[src/rtl/adc_frame_pkg.sv]
package adc_frame_pkg;

    typedef enum logic [1:0] {
        ST_IDLE    = 2'd0,
        ST_SHIFT   = 2'd1,
        ST_CONVERT = 2'd2,
        ST_DONE    = 2'd3
    } frame_state_t;

endpackage

[src/rtl/adc_edge_sync.sv]
module adc_edge_sync #(
    parameter int STAGES  = 2,
    parameter bit RST_VAL = 1'b0
) (
    input  logic clk,
    input  logic rst_n,
    input  logic din,
    output logic rise,
    output logic fall
);
    logic [STAGES-1:0] sync_q;
    logic              last_q;

    generate
        if (STAGES == 1) begin : g_single
            always_ff @(posedge clk or negedge rst_n) begin
                if (!rst_n) sync_q <= RST_VAL;
                else        sync_q <= din;
            end
        end else begin : g_chain
            always_ff @(posedge clk or negedge rst_n) begin
                if (!rst_n) sync_q <= {STAGES{RST_VAL}};
                else        sync_q <= {sync_q[STAGES-2:0], din};
            end
        end
    endgenerate

    always_ff @(posedge clk or negedge rst_n) begin
        if (!rst_n) last_q <= RST_VAL;
        else        last_q <= sync_q[STAGES-1];
    end

    assign rise = sync_q[STAGES-1] & ~last_q;
    assign fall = ~sync_q[STAGES-1] & last_q;
endmodule

[src/rtl/adc_frame_fsm.sv]
module adc_frame_fsm
    import adc_frame_pkg::*;
#(
    parameter int FRAME_LEN = 16,
    parameter int WIN_FIRST = 5,
    parameter int RST_MIN   = 4,
    parameter int RST_MAX   = 7,
    parameter int CNT_W     = 5
) (
    input  logic clk,
    input  logic rst_n,
    input  logic sel_fall,
    input  logic sel_rise,
    input  logic sck_rise,
    input  logic sck_fall,
    input  logic conv_done,
    output logic load,
    output logic shift,
    output logic oe,
    output logic win,
    output logic conv_start,
    output logic chan_adv,
    output logic chan_clr
);
    localparam logic [CNT_W-1:0] LEN_C  = CNT_W'(FRAME_LEN);
    localparam logic [CNT_W-1:0] WIN_C  = CNT_W'(WIN_FIRST);
    localparam logic [CNT_W-1:0] RMIN_C = CNT_W'(RST_MIN);
    localparam logic [CNT_W-1:0] RMAX_C = CNT_W'(RST_MAX);
    localparam logic [CNT_W-1:0] ONE_C  = CNT_W'(1);

    frame_state_t     state_q, state_nx;
    logic [CNT_W-1:0] cnt_q, cnt_nx;

    // state register
    always_ff @(posedge clk or negedge rst_n) begin
        if (!rst_n) begin
            state_q <= ST_IDLE;
            cnt_q   <= '0;
        end else begin
            state_q <= state_nx;
            cnt_q   <= cnt_nx;
        end
    end

    // next-state logic
    always_comb begin
        state_nx = state_q;
        cnt_nx   = cnt_q;
        unique case (state_q)
            ST_IDLE: begin
                if (sel_fall) begin
                    state_nx = ST_SHIFT;
                    cnt_nx   = '0;
                end
            end
            ST_SHIFT: begin
                if (sel_rise) begin
                    state_nx = ST_IDLE;
                end else begin
                    if (sck_rise && cnt_q < LEN_C) cnt_nx = cnt_q + ONE_C;
                    if (sck_fall && cnt_q == LEN_C) state_nx = ST_CONVERT;
                end
            end
            ST_CONVERT: begin
                if (sel_rise)       state_nx = ST_IDLE;
                else if (conv_done) state_nx = ST_DONE;
            end
            ST_DONE: begin
                if (sel_rise) state_nx = ST_IDLE;
            end
        endcase
    end

    // single-cycle controls for the datapath
    assign load     = (state_q == ST_IDLE) && sel_fall;
    assign shift    = (state_q == ST_SHIFT) && !sel_rise && sck_rise
                      && (cnt_q >= ONE_C) && (cnt_q < LEN_C);
    assign chan_adv = (state_q == ST_DONE) && sel_rise;
    assign chan_clr = (state_q == ST_SHIFT) && sel_rise
                      && (cnt_q >= RMIN_C) && (cnt_q <= RMAX_C);

    // registered outputs
    always_ff @(posedge clk or negedge rst_n) begin
        if (!rst_n) begin
            oe         <= 1'b0;
            win        <= 1'b0;
            conv_start <= 1'b0;
        end else begin
            oe         <= (state_nx == ST_SHIFT);
            win        <= (state_nx == ST_SHIFT) && (cnt_nx >= WIN_C);
            conv_start <= (state_q == ST_SHIFT) && (state_nx == ST_CONVERT);
        end
    end
endmodule

[src/rtl/adc_out_shift.sv]
module adc_out_shift #(
    parameter int RES_W     = 12,
    parameter int FRAME_LEN = 16
) (
    input  logic             clk,
    input  logic             rst_n,
    input  logic             load,
    input  logic             shift,
    input  logic             oe,
    input  logic [RES_W-1:0] result,
    output logic             sdo
);
    localparam int PAD_W = FRAME_LEN - RES_W;

    logic [FRAME_LEN-1:0] word_q;

    always_ff @(posedge clk or negedge rst_n) begin
        if (!rst_n)     word_q <= '0;
        else if (load)  word_q <= {result, {PAD_W{1'b0}}};
        else if (shift) word_q <= {word_q[FRAME_LEN-2:0], 1'b0};
    end

    assign sdo = oe & word_q[FRAME_LEN-1];
endmodule

[src/rtl/adc_chan_sel.sv]
module adc_chan_sel (
    input  logic clk,
    input  logic rst_n,
    input  logic adv,
    input  logic clr,
    output logic chan
);
    always_ff @(posedge clk or negedge rst_n) begin
        if (!rst_n)   chan <= 1'b0;
        else if (clr) chan <= 1'b0;
        else if (adv) chan <= ~chan;
    end
endmodule

[src/rtl/adc_frame_if.sv]
module adc_frame_if #(
    parameter int RES_W       = 12,
    parameter int FRAME_LEN   = 16,
    parameter int WIN_FIRST   = 5,
    parameter int RST_MIN     = 4,
    parameter int RST_MAX     = 7,
    parameter int SYNC_STAGES = 2
) (
    input  logic             clk,
    input  logic             rst_n,
    input  logic             frame_n,
    input  logic             sck,
    input  logic [RES_W-1:0] result_in,
    input  logic             conv_done,
    output logic             sdo,
    output logic             sdo_oe,
    output logic             sample_win,
    output logic             conv_start,
    output logic             chan_sel
);
    localparam int CNT_W = $clog2(FRAME_LEN + 1);

    logic sel_rise, sel_fall, sck_rise, sck_fall;
    logic load, shift, chan_adv, chan_clr;

    adc_edge_sync #(.STAGES(SYNC_STAGES), .RST_VAL(1'b1)) u_sel_sync (
        .clk(clk), .rst_n(rst_n), .din(frame_n), .rise(sel_rise), .fall(sel_fall)
    );

    adc_edge_sync #(.STAGES(SYNC_STAGES), .RST_VAL(1'b0)) u_sck_sync (
        .clk(clk), .rst_n(rst_n), .din(sck), .rise(sck_rise), .fall(sck_fall)
    );

    adc_frame_fsm #(
        .FRAME_LEN(FRAME_LEN), .WIN_FIRST(WIN_FIRST),
        .RST_MIN(RST_MIN), .RST_MAX(RST_MAX), .CNT_W(CNT_W)
    ) u_fsm (
        .clk(clk), .rst_n(rst_n),
        .sel_fall(sel_fall), .sel_rise(sel_rise),
        .sck_rise(sck_rise), .sck_fall(sck_fall),
        .conv_done(conv_done),
        .load(load), .shift(shift), .oe(sdo_oe), .win(sample_win),
        .conv_start(conv_start), .chan_adv(chan_adv), .chan_clr(chan_clr)
    );

    adc_out_shift #(.RES_W(RES_W), .FRAME_LEN(FRAME_LEN)) u_shift (
        .clk(clk), .rst_n(rst_n), .load(load), .shift(shift),
        .oe(sdo_oe), .result(result_in), .sdo(sdo)
    );

    adc_chan_sel u_chan (
        .clk(clk), .rst_n(rst_n), .adv(chan_adv), .clr(chan_clr), .chan(chan_sel)
    );
endmodule

[config.mk]
export PLATFORM = sky130hd
export DESIGN_NAME = adc_frame_if
export DESIGN_NICKNAME = d
export VERILOG_FILES = /design/src/rtl/adc_frame_pkg.sv /design/src/rtl/adc_edge_sync.sv /design/src/rtl/adc_frame_fsm.sv /design/src/rtl/adc_out_shift.sv /design/src/rtl/adc_chan_sel.sv /design/src/rtl/adc_frame_if.sv
export SDC_FILE = /design/constraint.sdc
export NUM_CORES = 1
export LEC_CHECK = 0
export BUFFER_PORTS_ARGS = -buffer_cell sky130_fd_sc_hd__buf_2
export CELL_PAD_IN_SITES_DETAIL_PLACEMENT = 1
export CELL_PAD_IN_SITES_GLOBAL_PLACEMENT = 1
export CORE_AREA = 8 8 69 77
export DETAILED_ROUTE_END_ITERATION = 8
export DIE_AREA = 0 0 77 85
export GPL_TIMING_DRIVEN = 1
export MAX_ROUTING_LAYER = met4
export PLACE_DENSITY = 0.63
export SETUP_SLACK_MARGIN = 0.3
export SKIP_CTS_REPAIR_TIMING = 1
export SLEW_MARGIN = 40
export SYNTH_ARGS = -nofsm -noshare
export SYNTH_HDL_FRONTEND = slang
export SYNTH_SLANG_ARGS = --single-unit
[constraint.sdc]
create_clock -name clk -period 2.2 [get_ports clk]
set_input_delay 0.44 -clock clk [delete_from_list [all_inputs] [get_ports clk]]
set_output_delay 0.44 -clock clk [all_outputs]
set_load 0.02 [all_outputs]
; Word-level counts from Yosys, hierarchy flattened
; Cells that the tools add are included.
[totals]
mem_bits_ro = 0
reg_bits = 33
latchBits = 0
out_inout_bits = 5
mem_bits_rw = 0
inputBits = 17
n_memories = 0
[op_classes]
n_reduce_logical = 17
n_eq_ne = 6
div_mod_pow = 0
multipliers = 0
shift = 0
mux = 15
order_cmp = 5
add_sub_neg = 1
n_bitwise = 10
[ops]
columns = operator, n
row1 = two-way mux 16 bit, 2
row2 = two-way mux 5 bit, 3
row3 = logical AND 1 bit, 13
row4 = two-way mux 2 bit, 6
row5 = "greater-or-equal comparator 5 x 3 -> 1 bit, second input constant", 2
row6 = one-hot mux 5 bit (2 select lines), 1
row7 = one-hot mux 2 bit (4 select lines), 1
row8 = "== test 2 bit, second input constant", 3
row9 = "adder 5 x 1 -> 5 bit, second input constant", 1
row10 = AND 1 bit, 5
row11 = "== test 5 bit, second input constant", 1
row12 = "greater-or-equal comparator 5 x 1 -> 1 bit, second input constant", 1
row13 = "less-or-equal comparator 5 x 3 -> 1 bit, second input constant", 1
row14 = "< comparator 5 bit, second input constant", 1
row15 = NOT 1 bit, 5
row16 = "== test 2 x 1 -> 1 bit, second input constant", 2
row17 = nonzero test 2 bit, 2
row18 = logical NOT 2 bit, 1
row19 = two-way mux 1 bit, 2
row20 = logical NOT 1 bit, 1

; Depth between registers and ports, before layout
; Gate-level depths: netlist of the first run.
[logic_depth]
word_depth = 9
depth_mapped = 7
mapped_depth_nobuf = 7

; Cells and area by module
; Synthesis of the first run repeated with hierarchy kept, for this count alone.
[hier_totals]
hier_cells = 127
area_unflattened_um2 = 1390.1
[by_module_without_submodules]
columns = mod, seq_area_each_um2, area_per_inst_um2, cells_each, n_inst
row1 = adc_frame_fsm, 250.2, 615.6, 62, 1
row2 = adc_out_shift, 300.3, 553.0, 52, 1
row3 = adc_edge_sync (u_sel_sync), 78.8, 93.8, 5, 1
row4 = adc_edge_sync (u_sck_sync), 75.1, 90.1, 5, 1
row5 = adc_chan_sel, 25.0, 37.5, 3, 1

; Worst setup path before layout of the first run
; No wires, ideal clock.
[synth_path]
path_type = flip-flop to flip-flop
start = reg u_sel_sync.sync_q[1]
end = reg u_shift.word_q[12]
period_less_slack_ps = 1692
path_stages_with_launch = 7
setup_slack_ps = 508
required_ps = 2082
t_arrival_ps = 1574
setup_time_ps = 118
cell_sequence = dfstp_2 or2b_2 nand4b_4 a31oi_1 buf_2 a22o_1 a21o_1
[synth_via]
elab_chain_cells = 7
word_cells_on_any_way = 11
cone_classes = 1 x mux / 3 x bitwise / 7 x reduce/logical
[synth_rtl]
columns = element, line_no
row1 = start: declaration, adc_edge_sync.sv:11  ; logic [STAGES-1:0] sync_q;
row2 = start signal: assignment, adc_edge_sync.sv:22  ; if (!rst_n) sync_q <= {STAGES{RST_VAL}};
row3 = start signal: assignment, adc_edge_sync.sv:23  ; else sync_q <= {sync_q[STAGES-2:0], din};
row4 = AND 1 bit, adc_edge_sync.sv:33  ; assign rise = sync_q[STAGES-1] & ~last_q;
row5 = logical NOT 1 bit, adc_frame_fsm.sv:76  ; assign shift = (state_q == ST_SHIFT) && !sel_rise && sck_rise
row6 = logical AND 1 bit (2 in series), adc_frame_fsm.sv:76
row7 = logical AND 1 bit (2 in series), adc_frame_fsm.sv:77  ; && (cnt_q >= ONE_C) && (cnt_q < LEN_C);
row8 = nonzero test 2 bit (no line), -
row9 = end signal: assignment, adc_out_shift.sv:19  ; else if (load) word_q <= {result, {PAD_W{1'b0}}};
row10 = end signal: assignment, adc_out_shift.sv:20  ; else if (shift) word_q <= {word_q[FRAME_LEN-2:0], 1'b0};
row11 = end: declaration, adc_out_shift.sv:15  ; logic [FRAME_LEN-1:0] word_q;
; Parallel ways exist; a longest one is shown, timed or not.
; A chain may end at the register's enable or synchronous reset.

; Final worst setup path of the first run
[layout_path]
start = reg u_fsm.state_q[0]
end = reg u_fsm.win
[layout_via]
word_cells_on_any_way = 15
cone_classes = 1 x order compare / 4 x eq/ne / 8 x mux / 2 x reduce/logical
[layout_rtl]
columns = element, line_no
row1 = start: declaration, adc_frame_fsm.sv:31  ; frame_state_t state_q, state_nx;
row2 = start signal: assignment, adc_frame_fsm.sv:40  ; state_q <= state_nx;
row3 = == test 2 x 1 -> 1 bit or logical NOT 2 bit (tied branches), adc_frame_fsm.sv:49  ; unique case (state_q)
row4 = one-hot mux 5 bit (2 select lines) *, adc_frame_fsm.sv:49
row5 = net u_fsm.cnt_nx[2], adc_frame_fsm.sv:32  ; logic [CNT_W-1:0] cnt_q, cnt_nx;
row6 = greater-or-equal comparator 5 x 3 -> 1 bit *, adc_frame_fsm.sv:90  ; win <= (state_nx == ST_SHIFT) && (cnt_nx >= WIN_C);
row7 = logical AND 1 bit *, adc_frame_fsm.sv:90
row8 = end signal: assignment, adc_frame_fsm.sv:90
row9 = end: declaration, adc_frame_fsm.sv:20  ; output logic win,
; The timed path passes the listed nets; every way through them passes the cells marked *.

==> flow_metrics.env, run 1 <==
export IMPL_status="complete, no violations"
export IMPL_clock_sinks=29
export IMPL_drtIter0Drc=85
export IMPL_synthXorXnorAreaFrac_pct=0
export IMPL_synthMuxAreaShare_pct=1.01
export IMPL_path_clk_slew_ns=0.06
export IMPL_syn_avg_cell_area_um2=11.5
export IMPL_io_buffer_count=21
export IMPL_drc=0
export IMPL_vias=1014
export IMPL_max_stage_delay_ns=0.63
export IMPL_critPathBufInv=0
export IMPL_ios=22
export IMPL_synth_edf_count=0
export IMPL_crit_path_start_kind="flip-flop"
export IMPL_leakage_uw=0.000806
export IMPL_peakVddDrop_mv=0.237
export IMPL_root_buffer="clkbuf_8"
export IMPL_worstPathMaxFanout=11
export IMPL_die_x_um=77
export IMPL_yosys_area_share_adder_pct=2.75
export IMPL_coreArea_mm2=0.00413
export IMPL_insertedDiodeCount=0
export IMPL_regArea_um2=729
export IMPL_worstSetupPathType="reg -> reg"
export IMPL_synth_warnings=0
export IMPL_final_design_area_no_fill_mm2=0.00161
export IMPL_synth_ff_type="dfrtp_1"
export IMPL_vias_per_cell=5.12
export IMPL_ys_ff_latch=29
export IMPL_crit_arrival_ns=1.98
export IMPL_period_minus_slack_ns=1.82
export IMPL_synth_simple_area_share_pct=16.5
export IMPL_final_nets=164
export IMPL_routabilityCongestion=0.769
export IMPL_endpoint_kind="flip-flop"
export IMPL_dieArea_mm2=0.00655
export IMPL_path_delay_family="simple AND/OR/NAND/NOR gates"
export IMPL_synth_top_family_by_area="compound AO/OA/AOI/OAI gates"
export IMPL_htreeDepth=2
export IMPL_grt_pass1_vias=1154
export IMPL_globalRouteMet2Util_pct=17.9
export IMPL_grt_pass1_wl_mm=5.42
export IMPL_cp_slowest_cell="or4b_4"
export IMPL_setup_violations=0
export IMPL_period_share_pct=82.7
export IMPL_post_synth_num_cell_types=36
export IMPL_yosysSeqAreaShare_pct=53.5
export IMPL_postSynthCellCount=119
export IMPL_num_rows=25
export IMPL_clk_latency_ns=0.27
export IMPL_synth_compound_area_share_pct=22.2
export IMPL_start_util_pct=33.0
export IMPL_routedWlPerCell_um=15.6
export IMPL_clockBufferDepth=2
export IMPL_drt_wl_total_mm=3.10
export IMPL_gr_usage_all_layers_pct=10.6
export IMPL_netlist_area_mm2=0.00136
export IMPL_area_delta_synth_final_pct=18.1
export IMPL_final_cell_mix="26 x dfrtp_1, 21 x buf_2, 11 x a22o_1, 11 x a21o_1, 8 x nor2_1"
export IMPL_grt_overflow_total=0
export IMPL_cts_tree="done"
export IMPL_busiest_layer="met2"
export IMPL_synth_fp_nets=139
export IMPL_die_y_um=85
export IMPL_worst_pin_slew_ns=0.643
export IMPL_drt_pass1_iterations=4
export IMPL_grt_max_degree=30
export IMPL_post_dp_cell_area_mm2=0.00152
export IMPL_nFillCells=477
export IMPL_finClkSkew_ns=0.00225
export IMPL_hpwl_mm=2.28
export IMPL_finalHoldViolations=0
export IMPL_max_slew_margin_rel_pct=57.1
export IMPL_met3_usage_pct=3.17
export IMPL_antenna_found_initial=0
export IMPL_setup_tns_ns=0
export IMPL_maxCapViolations=0
export IMPL_drive_gt1_share_pct=31.3
export IMPL_crit_chain="or4b_4, nand2_2, mux2i_2, o311a_1, o31a_1"
export IMPL_rsz0062_at_grt="false"
export IMPL_fmax_mhz=550
export IMPL_drtAntennaViolNets=0
export IMPL_grtUsageMet1_pct=11.0
export IMPL_crit_required_ns=2.36
export IMPL_multi_input_area_um2=588
export IMPL_final_common_cell="dfrtp_1"
export IMPL_async_reset_ff_share_pct=100
export IMPL_fin_util_pct=39.0
export IMPL_numCtsBuffers=5
export IMPL_slew_viol_final=0
export IMPL_powerDensity_mw_per_mm2=819
export IMPL_hold_path_class="in -> async"
-- state kept, by name, indices dropped and copies added, names as in the netlist --
name	flops
u_fsm.conv_start	1
u_fsm.win	1
u_fsm.state_q	2
u_fsm.cnt_q	5
u_shift.word_q	12
u_sel_sync.last_q	1
u_sck_sync.last_q	1
u_fsm.oe	1
u_sel_sync.sync_q	2
u_chan.chan	1
u_sck_sync.sync_q	2
-- metal layers --
metal / vias to the layer above / wire length, um
met1: 512 / 1300
met4: 0 / 57
met5: - / 0
met2: 16 / 1590
met3: 5 / 151
li1: 481 / -
-- worst reg2reg max path, stage by stage, from the launching register on --
cell and delay (ns):
dfrtp_1 0.49, or4b_4 0.64, nand2_2 0.10, mux2i_2 0.08, o311a_1 0.15, o31a_1 0.24
-- cell type report --
type / count / share of cell area (%)
Tap cell: 54 / 4.20
Multi-Input combinational cell: 80 / 36.5
Sequential cell: 29 / 45.3
Timing Repair Buffer: 23 / 7.46
Inverter: 5 / 1.17
Clock buffer: 7 / 5.36
-- per-stage QoR --
stage	hold slack, ns	worst slack (ns)	power (uW)	instances
after floorplan	0.144	0.508	818	119
after global placement	0.333	0.271	878	191
after detailed placement	0.341	0.228	894	191
after CTS	0.215	0.166	1340	198
after global routing	0.243	0.306	1410	198
final	0.186	0.381	1320	198
-- synthesized netlist by cell type (3+ instances only) --
cell	number	area [um2]
and2b_2	3	26.3
o21ai_0	6	30.0
dfstp_2	3	78.8
ha_1	3	37.5
nand3_1	4	20.0
a22o_1	11	96.3
nor2_1	9	33.8
a21o_1	11	82.6
a21oi_1	3	15.0
inv_1	5	18.8
nand2_1	5	18.8
dfrtp_1	26	651
-- cells by family after synthesis --
group | Yosys count
AO/OA/AOI/OAI | 41
AND/OR/NAND/NOR | 35
multiplexers | 1
adder cells (fa/ha/maj) | 3
buffers and inverters | 10
flip-flops | 29
-- report_power, final --
part | switching, uW | total [uW] | leakage, uW | internal (uW)
Combinational | 105 | 205 | 0.000398 | 101
Clock | 188 | 435 | 0.0000443 | 247
Sequential | 59.9 | 678 | 0.000364 | 618
-- final timing paths --
path	slack, ns	depth (start not counted)	startpoint	endpoint
worst max-delay path	0.38	5	u_fsm.state_q[0]$_DFF_PN0_	u_fsm.win$_DFF_PN0_
worst min-delay path	0.19	1	rst_n	u_chan.chan$_DFFE_PN0P_
worst max register to register	0.38	5	u_fsm.state_q[0]$_DFF_PN0_	u_fsm.win$_DFF_PN0_
worst min register to register	0.35	0	u_sck_sync.sync_q[0]$_DFF_PN0_	u_sck_sync.sync_q[1]$_DFF_PN0_
max in group asynchronous	1.60	1	rst_n	u_shift.word_q[13]$_DFFE_PN0P_
min in group clk	0.27	1	sck	u_sck_sync.sync_q[0]$_DFF_PN0_
(Power assumes the default switching activity.)
==> run 2, diff against run 1 <==
Settings changed: ABC_AREA set to 1, CORE_AREA 8 8 69 77 to 8 8 71 79, DIE_AREA 0 0 77 85 to 0 0 79 87, PLACE_DENSITY 0.63 to 0.64.
Clock period 2.2 ns to 1.82 ns, I/O delays scaled along.
==> flow_metrics.env, run 2 <==
export IMPL_synth_fp_nets=170
export IMPL_synth_warnings=0
export IMPL_powerDensity_mw_per_mm2=1110
export IMPL_busiest_layer="met2"
export IMPL_clock_sinks=29
export IMPL_synth_common_cells="31 x nand2_1, 26 x dfrtp_1, 25 x inv_1"
export IMPL_io_buffer_count=21
export IMPL_ys_ff_latch=29
export IMPL_fin_ws_ns=0.359
export IMPL_drc=0
export IMPL_rsz0062_at_grt="true"
export IMPL_top_register="u_shift.word_q"
export IMPL_max_slew_margin_rel_pct=55.7
export IMPL_start_util_pct=32.5
export IMPL_clockBufferDepth=2
export IMPL_drive_gt1_share_pct=40.7
export IMPL_die_y_um=87
export IMPL_period_minus_slack_ns=1.46
export IMPL_finClkSkew_ns=0.00723
export IMPL_antenna_found_initial=0
export IMPL_largest_reg_flops=12
export IMPL_coreArea_mm2=0.00442
export IMPL_netlist_area_mm2=0.00144
export IMPL_insertedDiodeCount=0
export IMPL_synth_area_leaders="dfrtp_1 45%, o221ai_2 9.4%, nand2_1 8.1%"
export IMPL_yosysMostFrequentCell="nand2_1"
export IMPL_path_clk_slew_ns=0.07
export IMPL_routabilityCongestion=0.805
export IMPL_synth_top_cell_area_share_pct=45.2
export IMPL_grt_pass1_wl_mm=5.87
export IMPL_fmax_mhz=685
export IMPL_ios=22
export IMPL_top_regs="u_shift.word_q (12), u_fsm.cnt_q (5)"
export IMPL_worst_pin_slew_ns=0.664
export IMPL_root_buffer="clkbuf_8"
export IMPL_cts_tree="done"
export IMPL_synth_edf_count=0
export IMPL_yosysSeqAreaShare_pct=50.7
export IMPL_final_common_cell="nand2_1"
export IMPL_die_x_um=79
export IMPL_routedWlPerCell_um=14.4
export IMPL_async_reset_ff_share_pct=100
export IMPL_drtIter0Drc=51
export IMPL_drt_wl_total_mm=3.42
export IMPL_postSynthCellCount=150
export IMPL_finalHoldViolations=0
export IMPL_worstPathMaxFanout=7
export IMPL_hpwl_mm=2.55
export IMPL_maxCapViolations=0
export IMPL_dp_slack_ns=0.204
export IMPL_status="complete, no violations"
export IMPL_vias_per_cell=4.76
export IMPL_vias=1132
export IMPL_final_cell_mix="28 x nand2_1, 26 x dfrtp_1, 22 x inv_1"
export IMPL_grt_overflow_total=0
export IMPL_numCtsBuffers=5
export IMPL_peakVddDrop_mv=0.399
export IMPL_dieArea_mm2=0.00687
export IMPL_synth_top_area_cell="dfrtp_1"
export IMPL_crit_path_start_kind="flip-flop"
export IMPL_setup_tns_ns=0
export IMPL_setup_violations=0
export IMPL_syn_avg_cell_area_um2=9.59
export IMPL_drt_pass1_iterations=4
export IMPL_final_nets=201
export IMPL_drtAntennaViolNets=0
export IMPL_period_share_pct=80.3
export IMPL_grt_max_degree=30
export IMPL_nFillCells=551
export IMPL_endpoint_kind="flip-flop"
export IMPL_grtUsageMet1_pct=11.9
export IMPL_globalRouteMet2Util_pct=18.4
export IMPL_met3_usage_pct=3.93
export IMPL_slew_viol_final=0
export IMPL_gr_usage_all_layers_pct=11.4
export IMPL_crit_required_ns=2.00
export IMPL_area_delta_synth_final_pct=24.1
export IMPL_crit_arrival_ns=1.64
export IMPL_post_synth_num_cell_types=28
export IMPL_worstSetupPathType="reg -> reg"
export IMPL_htreeDepth=2
export IMPL_hold_path_class="in -> async"
export IMPL_num_rows=26
export IMPL_clk_latency_ns=0.28
export IMPL_synth_ff_type="dfrtp_1"
export IMPL_grt_pass1_vias=1265
export IMPL_leakage_uw=0.000869
-- run 2: changes by cell type in the layout (fill, tap and decap cells not counted), sizes merged, moves of 3 or more --
cell    change
o221ai     +10
nor2        +4
a22o       -11
a21o       -11
inv        +25
nand3       +6
and2b       -3
nor3        +4
nand2      +28
buf         +4
-- run 2: worst paths after layout --
| check | startpoint | to | slack (ns) | cells after the start |
|---|---|---|---|---|
| max in group asynchronous | rst_n | u_shift.word_q[6]$_DFFE_PN0P_ | 1.28 | 1 |
| worst min-delay path | rst_n | u_fsm.state_q[1]$_DFF_PN0_ | 0.11 | 1 |
| worst max-delay path | u_sel_sync.sync_q[1]$_DFF_PN1_ | u_fsm.oe$_DFF_PN0_ | 0.36 | 7 |
| worst min register to register | u_sck_sync.sync_q[0]$_DFF_PN0_ | u_sck_sync.sync_q[1]$_DFF_PN0_ | 0.35 | 0 |
| min in group clk | frame_n | u_sel_sync.sync_q[0]$_DFF_PN1_ | 0.19 | 1 |
| worst max register to register | u_sel_sync.sync_q[1]$_DFF_PN1_ | u_fsm.oe$_DFF_PN0_ | 0.36 | 7 |
-- run 2: kinds of logic after synthesis --
group	synth area share, %
AO/OA/AOI/OAI	13.9
XOR/XNOR	0.609
adder cells (fa/ha/maj)	2.61
buffers and inverters	10.3
flip-flops	50.7
AND/OR/NAND/NOR	21.8
-- run 2: stage by stage --
| step | cells | hold slack [ns] | total power, uW | util (%) | cell area (um2) |
|---|---|---|---|---|---|
| 3_5_place_dp | 225 | 0.349 | 1440 | 35.8 | 1590 |
| 4_1_cts | 233 | 0.129 | 1960 | 37.7 | 1670 |
| 5_1_grt | 238 | 0.150 | 2140 | 40.4 | 1790 |
| 2_1_floorplan | 150 | 0.0684 | 1300 | - | 1440 |
| 6_report | 238 | 0.107 | 1990 | 40.4 | 1790 |
| 3_3_place_gp | 225 | 0.346 | 1400 | 35.8 | 1590 |
-- run 2: worst max-delay path: stages (launching register included) --
cell     delay, ns
dfstp_2       0.57
inv_2         0.05
nor2_4        0.22
nor2_1        0.09
o21ai_0       0.09
nand3_1       0.13
nand2_1       0.15
inv_1         0.06
-- run 2: metal layers --
metal  vias up  routed length (um)
met5         -                   0
met4         0                  64
met3         7                 148
met2        24                1830
met1       550                1380
li1        551                   -
-- run 2: layout make-up --
type	count	area [um2]	area share [%]
sequential	29	729	40.9
inverter	30	120	6.73
clock buffer	7	76.3	4.27
clock inverter	1	5.00	0.280
tap	56	70.1	3.92
multi-input combinational	88	627	35.1
timing repair buffer	27	158	8.83
-- run 2: power by group --
part / internal (uW) / switching, uW / leakage, uW
Combinational: 237 / 374 / 0.000463
Sequential: 796 / 75.1 / 0.000363
Clock: 267 / 237 / 0.0000422
Total: 1300 / 687 / 0.000869
